[src/rtl/bsram_pkg.sv]
package bsram_pkg;

   typedef enum logic [1:0] {
      OP_IDLE  = 2'd0,
      OP_READ  = 2'd1,
      OP_WRITE = 2'd2
   } acc_op_e;

   // Low two address bits of a burst beat, from the start bits and the beat count.
   function automatic logic [1:0] burst_step(input logic [1:0] start,
                                             input logic [1:0] count,
                                             input logic       linear);
      logic [1:0] sum;
      sum = start + count;
      return linear ? sum : (start ^ count);
   endfunction

endpackage

[src/rtl/bsram_burst_ctl.sv]
module bsram_burst_ctl
   import bsram_pkg::*;
#(
   parameter int ADDR_W = 6
) (
   input  logic              clk,
   input  logic              rst_n,
   input  logic              sleep,
   input  logic [ADDR_W-1:0] addr,
   input  logic              chip_en,
   input  logic              load_a,
   input  logic              load_b,
   input  logic              adv,
   input  logic              linear,
   input  logic              wr_req,
   output logic [ADDR_W-1:0] acc_addr,
   output acc_op_e           acc_op,
   output logic              acc_desel
);

   localparam int HI_W = ADDR_W - 2;

   logic              sel_q, sel_d;
   logic [ADDR_W-1:0] base_q, base_d;
   logic [1:0]        cnt_q, cnt_d;
   logic [HI_W-1:0]   hi_bits;

   always_comb begin
      sel_d     = sel_q;
      base_d    = base_q;
      cnt_d     = cnt_q;
      acc_op    = OP_IDLE;
      acc_desel = 1'b0;
      if (sleep) begin
         sel_d = 1'b0;
      end else if (load_a || load_b) begin
         if (!chip_en) begin
            sel_d     = 1'b0;
            acc_desel = 1'b1;
         end else begin
            sel_d  = 1'b1;
            base_d = addr;
            cnt_d  = 2'd0;
            acc_op = (load_b && !load_a && wr_req) ? OP_WRITE : OP_READ;
         end
      end else if (sel_q) begin
         if (adv) begin
            cnt_d = cnt_q + 2'd1;
         end
         acc_op = wr_req ? OP_WRITE : OP_READ;
      end
   end

   assign hi_bits  = base_d[ADDR_W-1:2];
   assign acc_addr = {hi_bits, burst_step(base_d[1:0], cnt_d, linear)};

   always_ff @(posedge clk or negedge rst_n) begin
      if (!rst_n) begin
         sel_q  <= 1'b0;
         base_q <= '0;
         cnt_q  <= 2'd0;
      end else begin
         sel_q  <= sel_d;
         base_q <= base_d;
         cnt_q  <= cnt_d;
      end
   end

endmodule

[src/rtl/bsram_array.sv]
module bsram_array #(
   parameter int ADDR_W = 6,
   parameter int LANES  = 4,
   parameter int LANE_W = 9
) (
   input  logic                    clk,
   input  logic                    wr_en,
   input  logic [ADDR_W-1:0]       wr_addr,
   input  logic [LANES-1:0]        wr_mask,
   input  logic [LANES*LANE_W-1:0] wr_data,
   input  logic [ADDR_W-1:0]       rd_addr,
   output logic [LANES*LANE_W-1:0] rd_data
);

   localparam int DEPTH = 1 << ADDR_W;

   for (genvar g = 0; g < LANES; g++) begin : g_lane
      logic [LANE_W-1:0] mem [DEPTH];
      logic [LANE_W-1:0] q;

      always_ff @(posedge clk) begin
         if (wr_en && wr_mask[g]) begin
            mem[wr_addr] <= wr_data[g*LANE_W +: LANE_W];
         end
         q <= mem[rd_addr];
      end

      assign rd_data[g*LANE_W +: LANE_W] = q;
   end

endmodule

[src/rtl/bsram_out_stage.sv]
module bsram_out_stage (
   input  logic clk,
   input  logic rst_n,
   input  logic sleep,
   input  logic oe,
   input  logic scd_mode,
   input  logic st_read,
   input  logic desel_now,
   output logic drive
);

   logic drv_q;

   always_ff @(posedge clk or negedge rst_n) begin
      if (!rst_n) begin
         drv_q <= 1'b0;
      end else if (sleep) begin
         drv_q <= 1'b0;
      end else if (scd_mode && desel_now) begin
         drv_q <= 1'b0;
      end else begin
         drv_q <= st_read;
      end
   end

   assign drive = drv_q & oe & ~sleep;

endmodule

[src/rtl/burst_sram_pipe.sv]
module burst_sram_pipe
   import bsram_pkg::*;
#(
   parameter int ADDR_W = 6,
   parameter int LANES  = 4,
   parameter int LANE_W = 9
) (
   input  logic                    clk,
   input  logic                    rst_n,
   input  logic [ADDR_W-1:0]       addr,
   input  logic                    chip_en,
   input  logic                    load_a,
   input  logic                    load_b,
   input  logic                    adv,
   input  logic                    bwe,
   input  logic [LANES-1:0]        byte_wr,
   input  logic                    gwe,
   input  logic [LANES*LANE_W-1:0] data_in,
   input  logic                    linear,
   input  logic                    scd_mode,
   input  logic                    oe,
   input  logic                    sleep,
   output logic [LANES*LANE_W-1:0] data_q,
   output logic                    data_drv
);

   localparam int DATA_W = LANES * LANE_W;

   if (ADDR_W < 3) begin : g_bad_addr_w
      $error("burst_sram_pipe: ADDR_W must be at least 3");
   end
   if (LANES < 1 || LANE_W < 1) begin : g_bad_lanes
      $error("burst_sram_pipe: LANES and LANE_W must be positive");
   end

   logic              wr_req;
   logic [ADDR_W-1:0] acc_addr;
   acc_op_e           acc_op;
   logic              acc_desel;
   logic [LANES-1:0]  wr_mask;
   logic              st_read_q;
   logic [ADDR_W-1:0] st_addr_q;
   logic [DATA_W-1:0] rd_data;

   assign wr_req  = gwe | (bwe & (|byte_wr));
   assign wr_mask = gwe ? {LANES{1'b1}} : (bwe ? byte_wr : '0);

   bsram_burst_ctl #(.ADDR_W(ADDR_W)) ctl_i (
      .clk      (clk),
      .rst_n    (rst_n),
      .sleep    (sleep),
      .addr     (addr),
      .chip_en  (chip_en),
      .load_a   (load_a),
      .load_b   (load_b),
      .adv      (adv),
      .linear   (linear),
      .wr_req   (wr_req),
      .acc_addr (acc_addr),
      .acc_op   (acc_op),
      .acc_desel(acc_desel)
   );

   // Command stage: one register between capture and the array read.
   always_ff @(posedge clk or negedge rst_n) begin
      if (!rst_n) begin
         st_read_q <= 1'b0;
         st_addr_q <= '0;
      end else begin
         st_read_q <= (acc_op == OP_READ);
         st_addr_q <= acc_addr;
      end
   end

   bsram_array #(.ADDR_W(ADDR_W), .LANES(LANES), .LANE_W(LANE_W)) array_i (
      .clk    (clk),
      .wr_en  (acc_op == OP_WRITE),
      .wr_addr(acc_addr),
      .wr_mask(wr_mask),
      .wr_data(data_in),
      .rd_addr(st_addr_q),
      .rd_data(rd_data)
   );

   bsram_out_stage out_i (
      .clk      (clk),
      .rst_n    (rst_n),
      .sleep    (sleep),
      .oe       (oe),
      .scd_mode (scd_mode),
      .st_read  (st_read_q),
      .desel_now(acc_desel),
      .drive    (data_drv)
   );

   assign data_q = rd_data;

endmodule

[config.mk]
export PLATFORM = sky130hd
export DESIGN_NAME = burst_sram_pipe
export DESIGN_NICKNAME = d
export VERILOG_FILES = /design/src/rtl/bsram_pkg.sv /design/src/rtl/bsram_burst_ctl.sv /design/src/rtl/bsram_array.sv /design/src/rtl/bsram_out_stage.sv /design/src/rtl/burst_sram_pipe.sv
export SDC_FILE = /design/constraint.sdc
export NUM_CORES = 2
export LEC_CHECK = 0
export BUFFER_PORTS_ARGS = -buffer_cell sky130_fd_sc_hd__buf_2
export CORE_ASPECT_RATIO = 1.75
export CORE_MARGIN = 5
export CORE_UTILIZATION = 56
export DETAILED_ROUTE_END_ITERATION = 8
export PLACE_DENSITY = 0.75
export SLEW_MARGIN = 20
export SYNTH_ARGS = -nofsm -noshare
export SYNTH_HDL_FRONTEND = slang
export SYNTH_HIERARCHICAL = 1
export SYNTH_SLANG_ARGS = --single-unit
[constraint.sdc]
create_clock -name clk -period 3.15 [get_ports clk]
set_clock_uncertainty 0.1 [all_clocks]
set_input_delay 0.4725 -clock clk [delete_from_list [all_inputs] [get_ports clk]]
set_output_delay 0.4725 -clock clk [all_outputs]
set_load 0.05 [all_outputs]
==> results.json <==
{
  "cp_num_buf_inv": 3,
  "layout_setup_ws_ns": -0.188,
  "via_per_inst": 6.95,
  "final_cell_mix": "edfxtp_1 (2304), mux4_2 (572), buf_4 (361)",
  "path_clk_slew_ns": 0.08,
  "worstHoldStart": "data_in[34]",
  "synthTopCellsByArea": "edfxtp_1 (77%), mux4_2 (14%), nor2_1 (1.3%)",
  "cp_data_arrival_time_ns": 3.80,
  "grt_max_degree": 65,
  "ys_types": 51,
  "final_common_cell": "edfxtp_1",
  "yosysTopAreaCell": "edfxtp_1",
  "period_minus_slack_ns": 3.34,
  "first_pass_iters": 7,
  "postSynthCellCount": 4122,
  "core-area_um2": 160000,
  "setup_viol": 941,
  "worstPathRequired_ns": 3.61,
  "die_w_um": 313,
  "rsz0062_at_grt": "true",
  "fin_nets": 4940,
  "cp-startpoint": "ctl_i/sel_q",
  "clk_latency_ns": 0.87,
  "synth_nets": 4181,
  "io_buffers": 94,
  "ant_nets": 0,
  "pre_cts_ws_ns": -1.14,
  "initial_core_util": 0.563,
  "vias": 49400,
  "tightestPinTransition_ns": 1.03,
  "rows": 194,
  "endpoint_kind": "flip-flop",
  "ys.warnings.count": 6,
  "clockBufferDepth": 4,
  "path_max_fanout": 9,
  "grt_use_total": 0.310,
  "cpMaxStageDelayCell": "dfrtp_1",
  "grt_pass1_wl_um": 369000,
  "worstSetupPathType": "reg2reg",
  "fin_crit_sh": 1.06,
  "cellLeakagePower_uw": 0.0349,
  "hold_class": "in2reg",
  "async_flop_share": 0.00721,
  "drtIter0Drc": 8235,
  "die-area_um2": 169000,
  "synth_area_um2": 89900,
  "die_h_um": 540,
  "cts_num_sinks": 2357,
  "maxSlewHeadroom": 0.313,
  "cts_tree": "done",
  "place_hpwl_um": 171000,
  "synthFlopType": "edfxtp_1",
  "r2r-start": "ctl_i/sel_q",
  "drive_above_1_share": 0.395,
  "startpoint_type": "flip-flop",
  "clock-root-buffer": "clkbuf_16",
  "finalMaxSlewViolations": 0,
  "cp_top_family": "simple AND/OR/NAND/NOR gates",
  "finalHoldViolations": 0,
  "gp_routability_congestion": 1.03,
  "crit_chain": "nand2_2 -> nor3b_2 -> mux2i_1 -> ha_2 -> nand2_4 -> xor2_4 -> nor3b_2 -> buf_4 -> nand2_1 -> buf_4 -> nor2_2 -> buf_12",
  "syn_avg_cell_area_um2": 21.8,
  "synth.yosys.seq_area_share": 0.783,
  "cts_htree_levels": 4,
  "area_growth_syn_to_layout_pct": 21.6,
  "status": "complete, but fails checks",
  "synth-seq-cells": 2357,
  "routed_wl_um": 278000,
  "finalNonFillerCells": 7112,
  "grt.overflow.total": 0,
  "synth_top_area_frac": 0.770,
  "place_inst": 6631,
  "cts_buffers": 198,
  "power.density_nw_per_um2": 670,
  "cpPeakStageDelay_ns": 0.37,
  "synth-edff-count": 2304,
  "antenna_found_initial": 25,
  "grt_pass1_vias": 49500,
  "ir_worst_vdd_mv": 0.866,
  "fmax_mhz": 300,
  "wl_per_cell_um": 39.1,
  "io_pins": 95,
  "maxCapViolCount": 0,
  "violations": "negative setup slack",
  "drt_drc_violations_left": 0
}
[stage by stage]
| stage | hold slack [ns] | total power [uW] | utilization | area [um^2] | setup TNS, ns |
|---|---|---|---|---|---|
| 2_1_floorplan | 0.0769 | 42600 | - | 90400 | -283.79 |
| 3_3_place_gp | 0.321 | 47800 | 0.623 | 99400 | -1483.38 |
| 3_5_place_dp | 0.328 | 48000 | 0.623 | 99400 | -1677.05 |
| 4_1_cts | 0.000744 | 72400 | 0.674 | 108000 | -0.0208 |
| 5_1_grt | 0.0000782 | 74700 | 0.684 | 109000 | -86.64 |
| 6_report | 0.0102 | 73300 | 0.684 | 109000 | -40.19 |
[state kept, by name, indices dropped and copies added, names as in the netlist]
name and cells:
ctl_i/cnt_q 2, array_i/g_lane.mem 2304, ctl_i/sel_q 1, out_i/drv_q 1, st_read_q 1, ctl_i/base_q 6, array_i/g_lane.q 36, st_addr_q 6
[report_power, final]
group	switching, uW	total (uW)	internal [uW]	leakage, uW
combinational	7970	13100	5180	0.0105
sequential	259	34900	34700	0.0212
clock	11600	25200	13600	0.00311
[cell usage after synthesis (14+ instances only)]
master    instances
o22ai_1         158
clkbuf_1        110
buf_1            21
dfrtp_1          17
nor2_1          302
nand2_1         129
nand3_1          14
o21ai_0          21
dfxtp_1          36
buf_2            66
mux4_2          572
nor4_1           25
edfxtp_1       2304
o221ai_1         16
buf_4            41
mux2i_1         103
nor3_1           16
a21oi_1          33
[path summary, 6_finish.rpt]
path                                                end  slack, ns  depth (start not counted)
max                        array_i/g_lane[3].mem[57][6]      -0.19                         12
min                        array_i/g_lane[3].mem[42][7]       0.01                          1
max reg2reg                array_i/g_lane[3].mem[57][6]      -0.19                         12
min reg2reg                              ctl_i/cnt_q[0]       0.46                          1
max in group asynchronous                  st_addr_q[1]       1.56                          3
min in group asynchronous               ctl_i/base_q[0]       0.75                          3
[worst reg2reg max path, stage by stage (launching register included)]
cell and delay (ns):
dfrtp_1 0.37, nand2_2 0.07, nor3b_2 0.23, mux2i_1 0.32, ha_2 0.26, nand2_4 0.07, xor2_4 0.19, nor3b_2 0.29
buf_4 0.19, nand2_1 0.24, buf_4 0.30, nor2_2 0.23, buf_12 0.19
[repair_timing]
| item | CTS | global route |
|---|---|---|
| pin swaps | 46 | 47 |
| cloned | 0 | 13 |
| gates resized for setup | 200 | 194 |
| buffers inserted | 42 | 35 |
| setup endpoints to repair | 2289 | 2083 |
| hold endpoints to repair | 72 | 0 |
| hold buffers | 18 | 0 |
[cell families (layout without fill, tap and decap cells)]
family	after synthesis	count (layout)	share of synthesized area
simple gates	534	534	0.0252
buf+inv	243	1156	0.0131
mux	688	688	0.156
flops	2357	2357	0.783
fa+ha+maj	1	1	0.000139
compound gates	297	297	0.0223
xor+xnor	2	2	0.000195
other cells	0	19	0
[routing by layer]
metal | share of wire | up-vias | GRT usage
met5 | 0.00029 | - | 0
met4 | 0.098 | 12 | 0.223
met3 | 0.12 | 1057 | 0.0706
met2 | 0.49 | 4258 | 0.504
met1 | 0.29 | 25400 | 0.368
li1 | - | 18800 | -
[layout make-up]
class / count / area, um^2
flip-flops and latches: 2357 / 70400
diodes: 19 / 47.5
multi-input cells: 1522 / 20300
repair buffers: 801 / 9580
clock buffers: 239 / 5210
clock inverters: 115 / 1200
inverters: 1 / 3.75
well taps: 2058 / 2570
fillers: 8955 / 50400
Note: power is estimated with default switching activity, not from simulation.
